## config.mk

```make
export PLATFORM = sky130hd
export DESIGN_NAME = boot_sequencer
export DESIGN_NICKNAME = d
export VERILOG_FILES = /design/src/rtl/boot_seq_pkg.sv /design/src/rtl/bseq_strap_latch.sv /design/src/rtl/bseq_rec_asm.sv /design/src/rtl/bseq_ctrl.sv /design/src/rtl/boot_sequencer.sv
export SDC_FILE = /design/constraint.sdc
export NUM_CORES = 1
export LEC_CHECK = 0
export ABC_AREA = 1
export BUFFER_PORTS_ARGS = -buffer_cell sky130_fd_sc_hd__clkbuf_2
export CORE_MARGIN = 5
export CORE_UTILIZATION = 57
export DETAILED_ROUTE_END_ITERATION = 8
export PLACE_DENSITY_LB_ADDON = 0.12
export SYNTH_ARGS = -nofsm -noshare
export SYNTH_HDL_FRONTEND = slang
export SYNTH_HIERARCHICAL = 1
export SYNTH_SLANG_ARGS = --single-unit
export TNS_END_PERCENT = 5
```

## constraint.sdc

```tcl
create_clock -name clk -period 2.1 [get_ports clk]
set_input_delay 0 -clock clk [delete_from_list [all_inputs] [get_ports clk]]
set_output_delay 0 -clock clk [all_outputs]
set_load 0.05 [all_outputs]
```

## src/rtl/boot_seq_pkg.sv

```systemverilog
package boot_seq_pkg;
  typedef enum logic [1:0] {
    OP_START = 2'd0,
    OP_STOP  = 2'd1,
    OP_WRITE = 2'd2,
    OP_READ  = 2'd3
  } i2c_op_e;

  localparam int BYTE_W  = 8;
  localparam int SIG_W   = 16;
endpackage

```

## src/rtl/bseq_strap_latch.sv

```systemverilog
module bseq_strap_latch (
  input  logic clk,
  input  logic rst_n,
  input  logic strap_i,
  output logic cap_vld_o,
  output logic strap_o
);
  logic cap_vld_q, cap_vld_d;
  logic strap_q, strap_d;

  always_comb begin
    cap_vld_d = cap_vld_q;
    strap_d   = strap_q;
    if (!cap_vld_q) begin
      cap_vld_d = 1'b1;
      strap_d   = strap_i;
    end
  end

  always_ff @(posedge clk or negedge rst_n) begin
    if (!rst_n) begin
      cap_vld_q <= 1'b0;
      strap_q   <= 1'b0;
    end else begin
      cap_vld_q <= cap_vld_d;
      strap_q   <= strap_d;
    end
  end

  assign cap_vld_o = cap_vld_q;
  assign strap_o   = strap_q;

  AST_STRAP_HELD: assert property (@(posedge clk) disable iff (!rst_n)
    cap_vld_q |=> (cap_vld_q && $stable(strap_q)));
endmodule

```

## src/rtl/bseq_rec_asm.sv

```systemverilog
module bseq_rec_asm #(
  parameter int CFG_AW = 16,
  parameter int CFG_DW = 32
) (
  input  logic              clk,
  input  logic              rst_n,
  input  logic              push_i,
  input  logic              commit_i,
  input  logic [7:0]        din_i,
  output logic [15:0]       sig_word_o,
  output logic [CFG_AW-1:0] addr_word_o,
  output logic              cfg_we_o,
  output logic [CFG_AW-1:0] cfg_addr_o,
  output logic [CFG_DW-1:0] cfg_wdata_o
);
  localparam int REC_W = CFG_AW + CFG_DW;
  localparam int HIST_W = REC_W - 8;

  logic [HIST_W-1:0] hist_q, hist_d;
  logic [REC_W-1:0]  full;
  logic              we_q, we_d;
  logic [CFG_AW-1:0] addr_q, addr_d;
  logic [CFG_DW-1:0] data_q, data_d;

  assign full = {hist_q, din_i};

  always_comb begin
    hist_d = hist_q;
    we_d   = 1'b0;
    addr_d = addr_q;
    data_d = data_q;
    if (push_i) hist_d = full[HIST_W-1:0];
    if (commit_i) begin
      we_d   = 1'b1;
      addr_d = full[REC_W-1 -: CFG_AW];
      data_d = full[CFG_DW-1:0];
    end
  end

  always_ff @(posedge clk or negedge rst_n) begin
    if (!rst_n) begin
      hist_q <= '0;
      we_q   <= 1'b0;
      addr_q <= '0;
      data_q <= '0;
    end else begin
      hist_q <= hist_d;
      we_q   <= we_d;
      addr_q <= addr_d;
      data_q <= data_d;
    end
  end

  assign sig_word_o  = full[15:0];
  assign addr_word_o = full[CFG_AW-1:0];
  assign cfg_we_o    = we_q;
  assign cfg_addr_o  = addr_q;
  assign cfg_wdata_o = data_q;

  AST_WE_PULSE: assert property (@(posedge clk) disable iff (!rst_n)
    we_q |=> !we_q);
endmodule

```

## src/rtl/bseq_ctrl.sv

```systemverilog
module bseq_ctrl
  import boot_seq_pkg::*;
#(
  parameter logic [6:0] DEV_ADDR   = 7'h50,
  parameter logic [15:0] PREAMBLE  = 16'hC3A5,
  parameter int         ROM_ABYTES = 2,
  parameter int         CFG_AW     = 16,
  parameter int         CFG_DW     = 32
) (
  input  logic              clk,
  input  logic              rst_n,
  input  logic              cap_vld_i,
  input  logic              strap_i,
  input  logic              i2c_done_i,
  input  logic              i2c_nack_i,
  input  logic [15:0]       sig_word_i,
  input  logic [CFG_AW-1:0] addr_word_i,
  output logic              cmd_valid_o,
  output i2c_op_e           cmd_op_o,
  output logic [7:0]        cmd_wbyte_o,
  output logic              cmd_rd_nack_o,
  output logic              push_o,
  output logic              commit_o,
  output logic              done_o,
  output logic              err_o
);
  localparam int ADDR_BYTES = CFG_AW / 8;
  localparam int REC_BYTES  = (CFG_AW + CFG_DW) / 8;
  localparam int MAXC       = (REC_BYTES > ROM_ABYTES) ? REC_BYTES : ROM_ABYTES;
  localparam int CNT_W      = $clog2(MAXC + 1);
  localparam logic [CNT_W-1:0] IDX_REC_END  = CNT_W'(REC_BYTES - 1);
  localparam logic [CNT_W-1:0] IDX_ADDR_END = CNT_W'(ADDR_BYTES - 1);
  localparam logic [CNT_W-1:0] IDX_ROMA_END = CNT_W'(ROM_ABYTES - 1);
  localparam logic [CNT_W-1:0] IDX_SIG_END  = CNT_W'(1);

  typedef enum logic [3:0] {
    ST_BOOT, ST_START_W, ST_DEV_W, ST_ROMA, ST_START_R,
    ST_DEV_R, ST_READ, ST_LAST, ST_STOP, ST_FIN
  } st_e;

  st_e              state_q, state_d;
  logic             busy_q, busy_d;
  logic             err_q, err_d;
  logic             sig_q, sig_d;
  logic [CNT_W-1:0] idx_q, idx_d;
  logic             answered;

  assign answered = busy_q && i2c_done_i;

  always_comb begin
    state_d = state_q;
    busy_d  = busy_q;
    err_d   = err_q;
    sig_d   = sig_q;
    idx_d   = idx_q;
    if (state_q == ST_BOOT) begin
      if (cap_vld_i) state_d = strap_i ? ST_START_W : ST_FIN;
    end else if (state_q != ST_FIN) begin
      if (!busy_q) begin
        busy_d = 1'b1;
      end else if (i2c_done_i) begin
        busy_d = 1'b0;
        case (state_q)
          ST_START_W: state_d = ST_DEV_W;
          ST_DEV_W: begin
            if (i2c_nack_i) begin
              err_d = 1'b1; state_d = ST_STOP;
            end else begin
              state_d = ST_ROMA; idx_d = '0;
            end
          end
          ST_ROMA: begin
            if (i2c_nack_i) begin
              err_d = 1'b1; state_d = ST_STOP;
            end else if (idx_q == IDX_ROMA_END) begin
              state_d = ST_START_R;
            end else begin
              idx_d = idx_q + 1'b1;
            end
          end
          ST_START_R: state_d = ST_DEV_R;
          ST_DEV_R: begin
            if (i2c_nack_i) begin
              err_d = 1'b1; state_d = ST_STOP;
            end else begin
              state_d = ST_READ; idx_d = '0; sig_d = 1'b1;
            end
          end
          ST_READ: begin
            if (sig_q) begin
              if (idx_q == IDX_SIG_END) begin
                sig_d = 1'b0;
                idx_d = '0;
                if (sig_word_i != PREAMBLE) begin
                  err_d = 1'b1; state_d = ST_LAST;
                end
              end else begin
                idx_d = idx_q + 1'b1;
              end
            end else if (idx_q == IDX_ADDR_END && addr_word_i == '1) begin
              state_d = ST_LAST;
            end else if (idx_q == IDX_REC_END) begin
              idx_d = '0;
            end else begin
              idx_d = idx_q + 1'b1;
            end
          end
          ST_LAST: state_d = ST_STOP;
          ST_STOP: state_d = ST_FIN;
          default: state_d = state_q;
        endcase
      end
    end
  end

  always_ff @(posedge clk or negedge rst_n) begin
    if (!rst_n) begin
      state_q <= ST_BOOT;
      busy_q  <= 1'b0;
      err_q   <= 1'b0;
      sig_q   <= 1'b0;
      idx_q   <= '0;
    end else begin
      state_q <= state_d;
      busy_q  <= busy_d;
      err_q   <= err_d;
      sig_q   <= sig_d;
      idx_q   <= idx_d;
    end
  end

  always_comb begin
    cmd_op_o    = OP_READ;
    cmd_wbyte_o = 8'h00;
    case (state_q)
      ST_START_W, ST_START_R: cmd_op_o = OP_START;
      ST_STOP:                cmd_op_o = OP_STOP;
      ST_DEV_W: begin cmd_op_o = OP_WRITE; cmd_wbyte_o = {DEV_ADDR, 1'b0}; end
      ST_DEV_R: begin cmd_op_o = OP_WRITE; cmd_wbyte_o = {DEV_ADDR, 1'b1}; end
      ST_ROMA:                cmd_op_o = OP_WRITE;
      default:                cmd_op_o = OP_READ;
    endcase
  end

  assign cmd_valid_o   = !busy_q && state_q != ST_BOOT && state_q != ST_FIN;
  assign cmd_rd_nack_o = (state_q == ST_LAST);
  assign push_o        = answered && state_q == ST_READ;
  assign commit_o      = push_o && !sig_q && idx_q == IDX_REC_END;
  assign done_o        = (state_q == ST_FIN);
  assign err_o         = err_q;

  AST_ONE_OUTSTANDING: assert property (@(posedge clk) disable iff (!rst_n)
    cmd_valid_o |=> !cmd_valid_o);
  AST_FIN_STICKY: assert property (@(posedge clk) disable iff (!rst_n)
    done_o |=> done_o);
  AST_ERR_STICKY: assert property (@(posedge clk) disable iff (!rst_n)
    err_q |=> err_q);
  AST_WAIT_FOR_ANSWER: assert property (@(posedge clk) disable iff (!rst_n)
    (cmd_valid_o && !i2c_done_i) |=> (state_q == $past(state_q)));
endmodule

```

## src/rtl/boot_sequencer.sv

```systemverilog
module boot_sequencer
  import boot_seq_pkg::*;
#(
  parameter logic [6:0]  DEV_ADDR   = 7'h50,
  parameter logic [15:0] PREAMBLE   = 16'hC3A5,
  parameter int          ROM_ABYTES = 2,
  parameter int          CFG_AW     = 16,
  parameter int          CFG_DW     = 32
) (
  input  logic              clk,
  input  logic              rst_n,
  input  logic              boot_strap,
  output logic              i2c_cmd_valid,
  output logic [1:0]        i2c_cmd,
  output logic [7:0]        i2c_wbyte,
  output logic              i2c_rd_nack,
  input  logic              i2c_done,
  input  logic              i2c_nack,
  input  logic [7:0]        i2c_rbyte,
  output logic              cfg_we,
  output logic [CFG_AW-1:0] cfg_addr,
  output logic [CFG_DW-1:0] cfg_wdata,
  output logic              core_hold,
  output logic              seq_done,
  output logic              seq_err
);
  logic              cap_vld, strap_q;
  logic              push, commit, done;
  logic [15:0]       sig_word;
  logic [CFG_AW-1:0] addr_word;
  i2c_op_e           op;

  bseq_strap_latch u_strap (
    .clk       (clk),
    .rst_n     (rst_n),
    .strap_i   (boot_strap),
    .cap_vld_o (cap_vld),
    .strap_o   (strap_q)
  );

  bseq_rec_asm #(.CFG_AW(CFG_AW), .CFG_DW(CFG_DW)) u_asm (
    .clk         (clk),
    .rst_n       (rst_n),
    .push_i      (push),
    .commit_i    (commit),
    .din_i       (i2c_rbyte),
    .sig_word_o  (sig_word),
    .addr_word_o (addr_word),
    .cfg_we_o    (cfg_we),
    .cfg_addr_o  (cfg_addr),
    .cfg_wdata_o (cfg_wdata)
  );

  bseq_ctrl #(
    .DEV_ADDR(DEV_ADDR), .PREAMBLE(PREAMBLE), .ROM_ABYTES(ROM_ABYTES),
    .CFG_AW(CFG_AW), .CFG_DW(CFG_DW)
  ) u_ctrl (
    .clk           (clk),
    .rst_n         (rst_n),
    .cap_vld_i     (cap_vld),
    .strap_i       (strap_q),
    .i2c_done_i    (i2c_done),
    .i2c_nack_i    (i2c_nack),
    .sig_word_i    (sig_word),
    .addr_word_i   (addr_word),
    .cmd_valid_o   (i2c_cmd_valid),
    .cmd_op_o      (op),
    .cmd_wbyte_o   (i2c_wbyte),
    .cmd_rd_nack_o (i2c_rd_nack),
    .push_o        (push),
    .commit_o      (commit),
    .done_o        (done),
    .err_o         (seq_err)
  );

  assign i2c_cmd   = op;
  assign seq_done  = done;
  assign core_hold = !done;

  AST_CFG_WHILE_HELD: assert property (@(posedge clk) disable iff (!rst_n)
    cfg_we |-> core_hold);
  AST_NO_CMD_AFTER_DONE: assert property (@(posedge clk) disable iff (!rst_n)
    seq_done |-> (!i2c_cmd_valid && !cfg_we));
endmodule

```

==> results.txt <==
- Run status: finished clean
- Worst-case setup slack after placement: -0.00489 ns
- Total of flip-flops plus latches after synthesis: 101
- Combinational family with the most area after synthesis: simple AND/OR/NAND/NOR gates
* Average cell area after synthesis: 7.84 um^2
- Worst rel slew slack: 64.8%
- On the worst path, the slowest cell contributes a delay of 0.50 ns.
* Required time at the endpoint of the critical path: 2.41 ns
- Number of synthesis warnings: 6
* Endpoints failing hold: 0
* Number of primary I/O pins: 77
* CORE AREA: 8260 um^2
- Most common cell after layout, fill and taps aside: nand2_1
- Global routing consumed, on the met2 layer, 35.7% of the routing resources.
- The completed layout was analyzed and its total power is 3170 uW.
- CP Capture Type: flop
- Setup violations remaining at the end of the flow were counted as 0.
* Worst Skew: 0.00866 ns
* Residual antenna-violating net count after detailed routing: 0
* Syn Inst Count: 618
* Standard-cell rows: 33
- Entering global routing, the biggest net connects 102 pins.
- The multi-input combinational cells in the finished layout cover a total of 1820 um^2.
* Fraction of the yosys area taken by sequential cells: 52.2%
* Number of DRC violations after detailed routing: 0
- Routed WL per cell: 13.2 um
- H-tree levels: 3
- The filler cells instantiated in the layout total 774.
* Routed vias/inst: 4.96
* Clock tree from TritonCTS: built
- Adder-cell share of the synthesized area: 0.517%
- Post-detailed-placement half-perimeter wirelength: 6920 um
- The signal on the critical path passes through nor2_4, nand3_4, nor2_4, inv_2, nor3_4, buf_12, nand2_1, nand2_1.
- Post-Route WL: 10,100 um
- Synthesized-area fraction occupied by ao, oa, aoi and oai cells: 1.96%
* Power density normalized to cell area: 599 nW/um^2
* Crit start category: flop
- Proportion of total power due to net switching: 24.1%
- The tightest hold path in the finished design has a slack of 0.105 ns.
- The net count of the finished layout is 676.
- Global routing used 28.8% of the available met1 tracks.
- The synthesized netlist devotes 0.181% of its cell area to XOR and XNOR gates.
- Crit path buf inv count: 2
- Across the VDD grid, the largest voltage drop is 0.000355 V.
* Fraction of layout cells with a size suffix above 1: 17.6%
- Sequential Area: 2530 um^2
* Cell internal power dissipation: 2410 uW
- In this run, CTS created clock tree buffers numbering 9.
- Total of max-cap violations: 0
* Least setup slack across all paths after layout: 0.239 ns
- Die footprint: 10,400 um^2
- The synthesized netlist contains 28 unique library cells.
- # placed instances: 745
- The number of global-route vias before repair came to 3,761.
- Maximum buffer depth of the clock tree: 2
- Global routing finished with a remaining overflow of 0.
* Worst endpoint data arrival time: 2.17 ns
* Crit path kind: flop to flop
- Starting utilization of the core area: 58.7%
- GRT Max-Usage Layer: met2
- Chip width: 102 um
- Global routing consumed, on the met3 layer, 3.69% of the routing resources.
- The initial antenna violation count was 0.
* Type of the tightest min-delay check: primary input to flop
- Critical path's top delay family: simple AND/OR/NAND/NOR gates
- Setup total negative slack on the finished layout was measured at 0 ns.
- Number of iterations in the first detailed-routing pass: 4
- Gpl congestion: 0.871
- Most used cells in the layout excluding fill and tap cells: 329 x nand2_1, 101 x dfrtp_1, 70 x clkbuf_2
- Shortest period the worst path allows: 1.86 ns
- Sw power: 763 uW
- Post-Synthesis Cell Area: 4840 um^2
- Least-Margin Pin Slew: 0.528 ns
- Global routing used 21.2% of the available tracks.
* Clk pwr share: 34.6%
- Clock-pin slew was measured on the worst setup and hold paths at 0.10 ns.
* Area share of and/or/nand/nor cells after synthesis: 34.2%
* Die outline height: 102 um
- The slowest stage of the critical path belongs to the cell dfrtp_1.
- Across all layers, the routed design uses 3,817 vias.
- Per report_power, the sequential group accounts for 61.4% of the total.
- Gate power share: 4.0%
* Largest fanout on the critical path: 47
- In the synthesized netlist, mux cells make up 0% of the area.
* Top achievable clock speed: 537 MHz
* Leakage power: 0.00310 uW
- RSZ-0062 raised after global routing: no
- Buffer cell driving the clock tree root: clkbuf_8
- The clock drives 101 sinks.
- The area growth from synthesis to layout is 9.32%.
- Final instance count without filler cells: 770
- Port-buffer cells: 71
- Initial DRC count: 166
- Skew-Pair Late Insertion Delay: 0.36 ns
- Wire length of the first global-routing pass: 17,500 um
* Period utilisation layout: 88.6%
- The number of max-slew violations in the final report is 0.
- ANT cells: 0
cells by family (layout without fill, tap and decap cells):
group | Yosys count | in the layout
buffers and inverters | 91 | 134
AND/OR/NAND/NOR | 406 | 406
AO/OA/AOI/OAI | 15 | 15
adder cells (fa/ha/maj) | 2 | 2
other | 2 | 6
XOR/XNOR | 1 | 1
flip-flops | 101 | 101
repair_timing:
item | 4_1_cts | 5_1_grt
gates cloned | 0 | 0
gates resized for setup | 1 | 2
hold buffers | 10 | 0
setup buffers | 0 | 0
hold endpoints to repair | 118 | 0
setup endpoints to repair | 7 | 48
layer usage:
layer,vias up,wire length [um]
met5,-,0
met4,0,64
met3,10,462
met2,76,4920
met1,1809,4680
li1,1922,-
Yosys cell counts:
cell type	number	area, um^2
a21oi_1	5	25.0
buf_2	13	65.1
buf_4	44	330
clkbuf_1	1	3.75
clkinv_1	1	3.75
conb_1	2	7.51
dfrtp_1	101	2530
ha_1	2	25.0
inv_1	25	93.8
inv_2	7	26.3
nand2_1	329	1230
nand2_2	6	37.5
nand2_4	1	11.3
nand3_1	18	90.1
nand3_4	1	17.5
nand3b_1	2	15.0
nand4_1	2	12.5
nor2_1	35	131
nor2_2	5	31.3
nor2_4	4	45.0
nor3_1	1	5.00
nor3b_1	1	7.51
nor3b_4	1	18.8
o2111ai_1	2	17.5
o21ai_0	1	5.00
o21ai_1	2	10.0
o21bai_1	5	37.5
xnor2_1	1	8.76
worst min-delay path: cells and delay by family:
family	cells	cell delay, ns
AO/OA/AOI/OAI	1	0.10
buffers and inverters	1	0.09
AND/OR/NAND/NOR	3	0.25
flip-flops by register name, summed over array words and instances, names as in the netlist, 3 cells and up:
register / flops
u_ctrl/state_q: 4
u_asm/cfg_wdata_o: 32
u_asm/cfg_addr_o: 16
u_asm/hist_q: 40
u_ctrl/idx_q: 3
path summary, 6_finish.rpt:
check                                               from                                 to  slack (ns)  cells past startpoint
max                        u_ctrl/state_q[3]$_DFFE_PN0P_  u_asm/cfg_wdata_o[21]$_DFFE_PN0P_        0.24                      8
max reg2reg                u_ctrl/state_q[3]$_DFFE_PN0P_  u_asm/cfg_wdata_o[21]$_DFFE_PN0P_        0.24                      8
min reg2reg                 u_asm/hist_q[38]$_DFFE_PN0P_       u_asm/hist_q[38]$_DFFE_PN0P_        0.48                      2
min                                             i2c_nack      u_ctrl/state_q[3]$_DFFE_PN0P_        0.11                      5
min in group asynchronous                          rst_n  u_asm/cfg_wdata_o[25]$_DFFE_PN0P_        0.21                      3
max in group asynchronous                          rst_n        u_asm/hist_q[0]$_DFFE_PN0P_        1.47                      3
cell type report:
cell class	count	area share, %
multi-input combinational	430	34.4
sequential	101	47.7
clock buffer	10	2.41
tap	105	2.48
clock inverter	5	0.709
inverter	33	2.43
timing repair buffer	86	9.83
power groups by stage:
stage | Clock (uW) | Sequential (uW) | Combinational, uW
6_report | 1100 | 1950 | 126
5_1_grt | 1220 | 1950 | 144
4_1_cts | 1130 | 1950 | 129
3_5_place_dp | 0 | 1990 | 114
3_3_place_gp | 0 | 1990 | 114
2_1_floorplan | 0 | 1990 | 74.2
through the flow:
stage          area (um^2)  utilization (%)
6_report              5300             64.1
5_1_grt               5300             64.1
4_1_cts               5290             64.0
3_5_place_dp          5020             60.8
3_3_place_gp          5020             60.8
2_1_floorplan         4860                -
(Power assumes the default switching activity.)
